$ cat src/rtl/rxq_pkg.sv
package rxq_pkg;

    localparam int unsigned RXQ_ENTRY_BYTES = 8;
    localparam int unsigned RXQ_IRQ_BIT     = 2;

    localparam logic [3:0] RA_DQ_BASE = 4'd0;
    localparam logic [3:0] RA_DQ_LEN  = 4'd1;
    localparam logic [3:0] RA_DQ_CUR  = 4'd2;
    localparam logic [3:0] RA_DQ_ENQ  = 4'd3;
    localparam logic [3:0] RA_SQ_BASE = 4'd4;
    localparam logic [3:0] RA_SQ_LEN  = 4'd5;
    localparam logic [3:0] RA_SQ_CUR  = 4'd6;
    localparam logic [3:0] RA_SQ_ENQ  = 4'd7;
    localparam logic [3:0] RA_INT_EN  = 4'd8;
    localparam logic [3:0] RA_INT_STS = 4'd9;
    localparam logic [3:0] RA_INT_CLR = 4'd10;
    localparam logic [3:0] RA_DROPS   = 4'd11;

    typedef enum logic [3:0] {
        ST_IDLE,
        ST_DESC0,
        ST_DESC1,
        ST_TAKE,
        ST_WRITE,
        ST_STS0,
        ST_STS1,
        ST_DROP
    } rxq_state_e;

    function automatic logic [31:0] rxq_word0(input logic [5:0] err, input logic crc_incl);
        logic [31:0] w;
        w          = '0;
        w[31]      = 1'b1;
        w[30]      = ~|err;
        w[29]      = 1'b1;
        w[28]      = 1'b1;
        w[21:16]   = err;
        w[15]      = crc_incl;
        return w;
    endfunction

    function automatic logic [31:0] rxq_word1(input logic [14:0] idx, input logic [15:0] len);
        return {1'b1, idx, len};
    endfunction

endpackage

$ cat src/rtl/rxq_ring.sv
module rxq_ring #(
    parameter int unsigned AW = 32,
    parameter int unsigned CW = 16
) (
    input  logic          clk,
    input  logic          rst_n,
    input  logic          base_wr,
    input  logic          len_wr,
    input  logic          enq_wr,
    input  logic [31:0]   wdata,
    input  logic          advance,
    output logic [AW-1:0] base_q,
    output logic [AW-1:0] len_q,
    output logic [AW-1:0] cur_q,
    output logic [CW-1:0] credit_q
);
    localparam logic [AW-1:0] STEP = AW'(rxq_pkg::RXQ_ENTRY_BYTES);

    typedef struct packed {
        logic [AW-1:0] base;
        logic [AW-1:0] len;
        logic [AW-1:0] cur;
        logic [CW-1:0] credit;
    } ring_t;

    ring_t r_d, r_q;
    logic [AW-1:0] step_addr;
    logic [AW-1:0] end_addr;
    logic [CW-1:0] add_n;

    always_comb begin
        r_d       = r_q;
        step_addr = r_q.cur + STEP;
        end_addr  = r_q.base + r_q.len;
        add_n     = enq_wr ? wdata[CW-1:0] : '0;
        if (advance) begin
            r_d.cur = (step_addr >= end_addr) ? r_q.base : step_addr;
        end
        if (base_wr) begin
            r_d.base = wdata[AW-1:0];
            r_d.cur  = wdata[AW-1:0];
        end
        if (len_wr) begin
            r_d.len = wdata[AW-1:0];
        end
        r_d.credit = r_q.credit + add_n - (advance ? CW'(1) : CW'(0));
    end

    always_ff @(posedge clk) begin
        if (!rst_n) r_q <= '0;
        else        r_q <= r_d;
    end

    assign base_q   = r_q.base;
    assign len_q    = r_q.len;
    assign cur_q    = r_q.cur;
    assign credit_q = r_q.credit;

    AST_CREDIT_NO_UNDERFLOW: assert property (@(posedge clk) disable iff (!rst_n)
        advance |-> (credit_q != '0));

    AST_CUR_STAYS_IN_RING: assert property (@(posedge clk) disable iff (!rst_n)
        (advance && !base_wr && !len_wr && len_q != '0 && (cur_q - base_q) < len_q)
        |=> ((cur_q - base_q) < len_q));

endmodule

$ cat src/rtl/rxq_irq.sv
module rxq_irq (
    input  logic clk,
    input  logic rst_n,
    input  logic set_evt,
    input  logic rd_clr,
    input  logic en_wr,
    input  logic en_bit,
    output logic en_q,
    output logic sts_q,
    output logic irq
);
    typedef struct packed {
        logic en;
        logic sts;
    } irq_t;

    irq_t s_d, s_q;

    always_comb begin
        s_d = s_q;
        if (en_wr)   s_d.en  = en_bit;
        if (rd_clr)  s_d.sts = 1'b0;
        if (set_evt) s_d.sts = 1'b1;
    end

    always_ff @(posedge clk) begin
        if (!rst_n) s_q <= '0;
        else        s_q <= s_d;
    end

    assign en_q  = s_q.en;
    assign sts_q = s_q.sts;
    assign irq   = s_q.en & s_q.sts;

    AST_IRQ_SET_ON_POST: assert property (@(posedge clk) disable iff (!rst_n)
        set_evt |=> sts_q);

    AST_IRQ_STICKY: assert property (@(posedge clk) disable iff (!rst_n)
        (sts_q && !rd_clr) |=> sts_q);

endmodule

$ cat src/rtl/rxq_engine.sv
module rxq_engine #(
    parameter int unsigned AW = 32,
    parameter int unsigned CW = 16
) (
    input  logic          clk,
    input  logic          rst_n,
    input  logic          cfg_wr,
    input  logic          cfg_rd,
    input  logic [3:0]    cfg_addr,
    input  logic [31:0]   cfg_wdata,
    output logic [31:0]   cfg_rdata,
    input  logic          fr_valid,
    input  logic [31:0]   fr_data,
    input  logic          fr_last,
    input  logic [15:0]   fr_len,
    input  logic [5:0]    fr_err,
    input  logic          fr_crc_incl,
    output logic          fr_ready,
    output logic          mem_req,
    output logic          mem_we,
    output logic [AW-1:0] mem_addr,
    output logic [31:0]   mem_wdata,
    input  logic [31:0]   mem_rdata,
    input  logic          mem_ack,
    output logic          irq
);
    import rxq_pkg::*;

    localparam logic [AW-1:0] WORD_STEP = AW'(4);

    typedef struct packed {
        rxq_state_e    st;
        logic [AW-1:0] buf_addr;
        logic [14:0]   idx;
        logic [AW-1:0] off;
        logic [31:0]   data;
        logic          last;
        logic [15:0]   len;
        logic [5:0]    err;
        logic          crc;
        logic [CW-1:0] drops;
    } eng_t;

    eng_t e_d, e_q;

    logic [AW-1:0] dq_base, dq_len, dq_cur, sq_base, sq_len, sq_cur;
    logic [CW-1:0] dq_credit, sq_credit;
    logic          advance;
    logic          irq_en, irq_sts;
    logic          rd_clr;

    // register decode
    logic dq_base_wr, dq_len_wr, dq_enq_wr, sq_base_wr, sq_len_wr, sq_enq_wr, en_wr;
    assign dq_base_wr = cfg_wr && cfg_addr == RA_DQ_BASE;
    assign dq_len_wr  = cfg_wr && cfg_addr == RA_DQ_LEN;
    assign dq_enq_wr  = cfg_wr && cfg_addr == RA_DQ_ENQ;
    assign sq_base_wr = cfg_wr && cfg_addr == RA_SQ_BASE;
    assign sq_len_wr  = cfg_wr && cfg_addr == RA_SQ_LEN;
    assign sq_enq_wr  = cfg_wr && cfg_addr == RA_SQ_ENQ;
    assign en_wr      = cfg_wr && cfg_addr == RA_INT_EN;
    assign rd_clr     = cfg_rd && cfg_addr == RA_INT_CLR;

    rxq_ring #(.AW(AW), .CW(CW)) i_dq (
        .clk(clk), .rst_n(rst_n),
        .base_wr(dq_base_wr), .len_wr(dq_len_wr), .enq_wr(dq_enq_wr),
        .wdata(cfg_wdata), .advance(advance),
        .base_q(dq_base), .len_q(dq_len), .cur_q(dq_cur), .credit_q(dq_credit)
    );

    rxq_ring #(.AW(AW), .CW(CW)) i_sq (
        .clk(clk), .rst_n(rst_n),
        .base_wr(sq_base_wr), .len_wr(sq_len_wr), .enq_wr(sq_enq_wr),
        .wdata(cfg_wdata), .advance(advance),
        .base_q(sq_base), .len_q(sq_len), .cur_q(sq_cur), .credit_q(sq_credit)
    );

    rxq_irq i_irq (
        .clk(clk), .rst_n(rst_n),
        .set_evt(advance), .rd_clr(rd_clr),
        .en_wr(en_wr), .en_bit(cfg_wdata[RXQ_IRQ_BIT]),
        .en_q(irq_en), .sts_q(irq_sts), .irq(irq)
    );

    // read mux
    always_comb begin
        cfg_rdata = '0;
        case (cfg_addr)
            RA_DQ_BASE: cfg_rdata = 32'(dq_base);
            RA_DQ_LEN:  cfg_rdata = 32'(dq_len);
            RA_DQ_CUR:  cfg_rdata = 32'(dq_cur);
            RA_DQ_ENQ:  cfg_rdata = 32'(dq_credit);
            RA_SQ_BASE: cfg_rdata = 32'(sq_base);
            RA_SQ_LEN:  cfg_rdata = 32'(sq_len);
            RA_SQ_CUR:  cfg_rdata = 32'(sq_cur);
            RA_SQ_ENQ:  cfg_rdata = 32'(sq_credit);
            RA_INT_EN:  cfg_rdata[RXQ_IRQ_BIT] = irq_en;
            RA_INT_STS: cfg_rdata[RXQ_IRQ_BIT] = irq_sts;
            RA_INT_CLR: cfg_rdata[RXQ_IRQ_BIT] = irq_sts;
            RA_DROPS:   cfg_rdata = 32'(e_q.drops);
            default:    cfg_rdata = '0;
        endcase
    end

    // engine sequencing
    always_comb begin
        e_d       = e_q;
        advance   = 1'b0;
        fr_ready  = (e_q.st == ST_TAKE) || (e_q.st == ST_DROP);
        mem_req   = 1'b0;
        mem_we    = 1'b0;
        mem_addr  = '0;
        mem_wdata = '0;
        case (e_q.st)
            ST_IDLE: begin
                if (fr_valid) begin
                    if (dq_credit == '0 || sq_credit == '0) begin
                        e_d.st    = ST_DROP;
                        e_d.drops = e_q.drops + CW'(1);
                    end else begin
                        e_d.st = ST_DESC0;
                    end
                end
            end
            ST_DESC0: begin
                mem_req  = 1'b1;
                mem_addr = dq_cur;
                if (mem_ack) begin
                    e_d.buf_addr = mem_rdata[AW-1:0];
                    e_d.st       = ST_DESC1;
                end
            end
            ST_DESC1: begin
                mem_req  = 1'b1;
                mem_addr = dq_cur + WORD_STEP;
                if (mem_ack) begin
                    e_d.idx = mem_rdata[30:16];
                    e_d.off = '0;
                    e_d.st  = ST_TAKE;
                end
            end
            ST_TAKE: begin
                if (fr_valid) begin
                    e_d.data = fr_data;
                    e_d.last = fr_last;
                    e_d.len  = fr_len;
                    e_d.err  = fr_err;
                    e_d.crc  = fr_crc_incl;
                    e_d.st   = ST_WRITE;
                end
            end
            ST_WRITE: begin
                mem_req   = 1'b1;
                mem_we    = 1'b1;
                mem_addr  = e_q.buf_addr + e_q.off;
                mem_wdata = e_q.data;
                if (mem_ack) begin
                    e_d.off = e_q.off + WORD_STEP;
                    e_d.st  = e_q.last ? ST_STS0 : ST_TAKE;
                end
            end
            ST_STS0: begin
                mem_req   = 1'b1;
                mem_we    = 1'b1;
                mem_addr  = sq_cur;
                mem_wdata = rxq_word0(e_q.err, e_q.crc);
                if (mem_ack) e_d.st = ST_STS1;
            end
            ST_STS1: begin
                mem_req   = 1'b1;
                mem_we    = 1'b1;
                mem_addr  = sq_cur + WORD_STEP;
                mem_wdata = rxq_word1(e_q.idx, e_q.len);
                if (mem_ack) begin
                    advance = 1'b1;
                    e_d.st  = ST_IDLE;
                end
            end
            ST_DROP: begin
                if (fr_valid && fr_last) e_d.st = ST_IDLE;
            end
            default: e_d.st = ST_IDLE;
        endcase
    end

    always_ff @(posedge clk) begin
        if (!rst_n) begin
            e_q    <= '0;
            e_q.st <= ST_IDLE;
        end else begin
            e_q <= e_d;
        end
    end

    AST_DROP_NO_MEMORY: assert property (@(posedge clk) disable iff (!rst_n)
        (e_q.st == ST_DROP) |-> !mem_req);

    AST_POST_HAS_CREDIT: assert property (@(posedge clk) disable iff (!rst_n)
        (e_q.st == ST_STS0) |-> (dq_credit != '0 && sq_credit != '0));

    AST_TAKE_EXCLUSIVE: assert property (@(posedge clk) disable iff (!rst_n)
        fr_ready |-> !mem_req);

    AST_REQ_HELD: assert property (@(posedge clk) disable iff (!rst_n)
        (mem_req && !mem_ack) |=> (mem_req && $stable(mem_addr)));

endmodule

$ cat config.mk
export PLATFORM = sky130hd
export DESIGN_NAME = rxq_engine
export DESIGN_NICKNAME = d
export VERILOG_FILES = /design/src/rtl/rxq_pkg.sv /design/src/rtl/rxq_ring.sv /design/src/rtl/rxq_irq.sv /design/src/rtl/rxq_engine.sv
export SDC_FILE = /design/constraint.sdc
export NUM_CORES = 1
export LEC_CHECK = 0
export BUFFER_PORTS_ARGS = -buffer_cell sky130_fd_sc_hd__buf_2
export CORE_ASPECT_RATIO = 2
export CORE_MARGIN = 3
export CORE_UTILIZATION = 35
export DETAILED_ROUTE_END_ITERATION = 10
export PLACE_DENSITY = 0.52
export RECOVER_POWER = 25
export SYNTH_ARGS = -nofsm -noshare
export SYNTH_HDL_FRONTEND = slang
export SYNTH_SLANG_ARGS = --single-unit
$ cat constraint.sdc
create_clock -name clk -period 10.5 [get_ports clk]
set_input_delay 0.525 -clock clk [delete_from_list [all_inputs] [get_ports clk]]
set_output_delay 0.525 -clock clk [all_outputs]
set_load 0.01 [all_outputs]
==> reports/qor.csv <==
metric,value,unit
end_kind,register,
cts_buffer_depth,3,
fp.dieArea,79700,sq um
yosys_most_used_dff,dfxtp_1,
overflow,0,
synthCells,3535,
root_buffer,clkbuf_16,
gp_congestion,0.977,
cpLargestDelayFamily,buffers and inverters,
cts.sinks,378,
synth_top_area_frac,0.284,
numCtsBuffers,41,
layout-drive-gt1-share,0.106,
critical_path.startpoint_type,register,
num_vias,26600,
clock_latency,0.63,ns
yosysSeqAreaShare,0.284,
rsz0062_at_grt,no,
cts_tree,done,
reg2reg_depth,19,
power.total,4.66,mW
drc_errors,0,
grt_pass1_wl,167000,um
dp_hpwl,85800,um
ctsHoldBuffers,0,
cp_slowest_cell,clkbuf_1,
ys_ff_latch,378,
crit_top_cell,a21o_1,
failed_checks,"capacitance limit, slew limit",
vias_per_cell,5.70,
path_class,reg2reg,
outcome,finished with violations,
coreArea,75200,sq um
worstPathCellList,clkbuf_1 > and3b_2 > buf_4 > nand2_4 > inv_1 > buf_4 > ha_1 > inv_1 > ha_1 > a21o_1 > a21o_1 > a21oi_1 > o21ai_1 > a2111oi_0 > o31ai_1 > a21o_1 > a21oi_1 > xnor2_1 > nor2_1,
cp.buffers_inverters,5,
grt_max_degree,124,
crit_start,e_q[152],
routed_wl,113000,um
place_area,28400,sq um
fmax,0.144,GHz
nets,3982,
finalSetupTns,0,ns
worstReg2RegStart,e_q[152],
syn-mean-instance-area,7.54,sq um
synth_area_leaders,"dfxtp_1, ha_1, nand2_1, a21oi_1, xor2_1",
ios,230,
fin_skew,0.0368,ns
maxCapViolations,9,
vdd_drop_max,0.117,mV
hold_path.class,in2reg,
synth_nets,3889,
async_reset_ff_frac,0,
start_util,0.355,
cp.required,10.96,ns
period_needed,6.96,ns
yosys.area.top_type,dfxtp_1,
slew_headroom,-0.948,
post-cts-setup-buffers,0,
finalHoldViolCount,0,
synth_area,26600,sq um
worstHoldStart,fr_data[6],
clkTransAtPathRegs,0.06,ns
worst_slew_pin_slew,2.92,ns
htreeDepth,2,
fin_area,29800,sq um
drtIter0Drc,1754,
p_leak,12.0,nW
drv_slew,354,
fin_crit_sh,0.662,
numPortBuffers,229,
cp.depth,19,
cp.arrival,7.42,ns
area_delta_synth_final,11.7,%
die_y,396,um
grt_use_total,0.274,
grt_pass1_vias,26600,
antenna_found_initial,6,
critPathMaxFanout,59,
max_stage_delay,1.50,ns
routedWlPerCell,24.1,um
cts_resized,0,
row_count,142,
synth-edff-count,0,
ys_warn_count,0,
postRouteAntennaNets,0,
die_width,201,um
synth.distinct_cells,101,
pwr_density_cell,157,nW/um^2
first_pass_iters,6,
holdPathStages,3,
setup_violations,0,
[worst paths after layout]
kind                        to  slack, ns
min                    e_q[46]       0.14
max          i_sq.credit_q[15]       3.54
max reg2reg  i_sq.credit_q[15]       3.54
min reg2reg            e_q[60]       0.45
[tightest hold or removal path: stages]
cell     delay [ns]
buf_2          0.09
nand2_1        0.04
a21oi_1        0.05
[cell usage after synthesis, drive strengths merged (7+ instances only)]
| master | count |
|---|---|
| nand2 | 698 |
| a21oi | 438 |
| dfxtp | 378 |
| ha | 220 |
| nor2 | 219 |
| clkbuf | 175 |
| o21ai | 147 |
| inv | 144 |
| xor2 | 110 |
| nand3 | 108 |
| xnor2 | 98 |
| a22oi | 81 |
| mux2i | 81 |
| a21o | 76 |
| buf | 50 |
| nor3 | 45 |
| nand4 | 38 |
| and3 | 33 |
| a22o | 30 |
| nor2b | 29 |
| nand2b | 26 |
| a31oi | 22 |
| and2 | 21 |
| o211ai | 17 |
| o21a | 17 |
| a221oi | 16 |
| o221ai | 16 |
| a222oi | 15 |
| nor4 | 15 |
| o21bai | 13 |
| or3 | 13 |
| a221o | 11 |
| o22ai | 11 |
| o31ai | 10 |
| o22a | 9 |
| a2111oi | 8 |
| a211oi | 8 |
| a21boi | 8 |
| and4 | 8 |
| mux2 | 8 |
| or2 | 8 |
| nor3b | 7 |
[report_power, final]
| group | internal [mW] | switching, mW | leakage (nW) |
|---|---|---|---|
| sequential | 1.53 | 0.121 | 3.06 |
| clock | 0.870 | 0.689 | 0.668 |
| combinational | 0.549 | 0.904 | 8.25 |
[cell type report]
type / instances / area (sq um)
Antenna cell: 3 / 7.51
Clock buffer: 56 / 1140
Clock inverter: 16 / 243
Fill cell: 8048 / 45400
Inverter: 145 / 552
Multi-Input combinational cell: 2784 / 17500
Sequential cell: 378 / 7570
Tap cell: 1008 / 1260
Timing Repair Buffer: 278 / 1470
[cell families after synthesis]
| logic type | Yosys count | share of synthesized area |
|---|---|---|
| AO/OA/AOI/OAI | 986 | 0.233 |
| adder cells (fa/ha/maj) | 224 | 0.106 |
| buffers and inverters | 373 | 0.0610 |
| flip-flops | 378 | 0.284 |
| AND/OR/NAND/NOR | 1277 | 0.214 |
| XOR/XNOR | 208 | 0.0684 |
| multiplexers | 89 | 0.0338 |
[state kept, by name (all words and copies together), names as in the netlist]
name	count
e_q	152
i_dq.base_q	32
i_dq.cur_q	32
i_dq.len_q	32
i_sq.base_q	32
i_sq.cur_q	32
i_sq.len_q	32
i_dq.credit_q	16
i_sq.credit_q	16
i_irq.en_q	1
i_irq.sts_q	1
[stage by stage]
step           utilization  hold WS, ns  std cells  worst slack (ns)
3_5_place_dp         0.378        0.446       4593              4.43
5_1_grt              0.396        0.117       4666              3.02
4_1_cts              0.397        0.102       4665              4.37
6_report             0.396        0.136       4668              3.54
2_1_floorplan            -        0.436       3535              5.81
3_3_place_gp         0.378        0.441       4593              4.55
[cells in the final DEF, fill, tap and decap left out, drive strengths merged, types with 38 or more instances in the layout]
cell type,n
a22oi,81
a21o,76
xor2,110
buf,253
clkbuf,81
dfxtp,378
inv,145
ha,220
nor2,219
nand3,108
nor3,45
nand2,698
a21oi,438
nand4,38
xnor2,98
o21ai,147
mux2i,81
[per-layer routing]
metal  track usage  wire length, um  part of all wire
met1         0.269            38500              0.34
met2         0.507            57800              0.51
met3        0.0426             5770             0.051
met4         0.216            10600             0.094
met5             0               13           0.00012
Note: power is estimated with default switching activity, not from simulation.
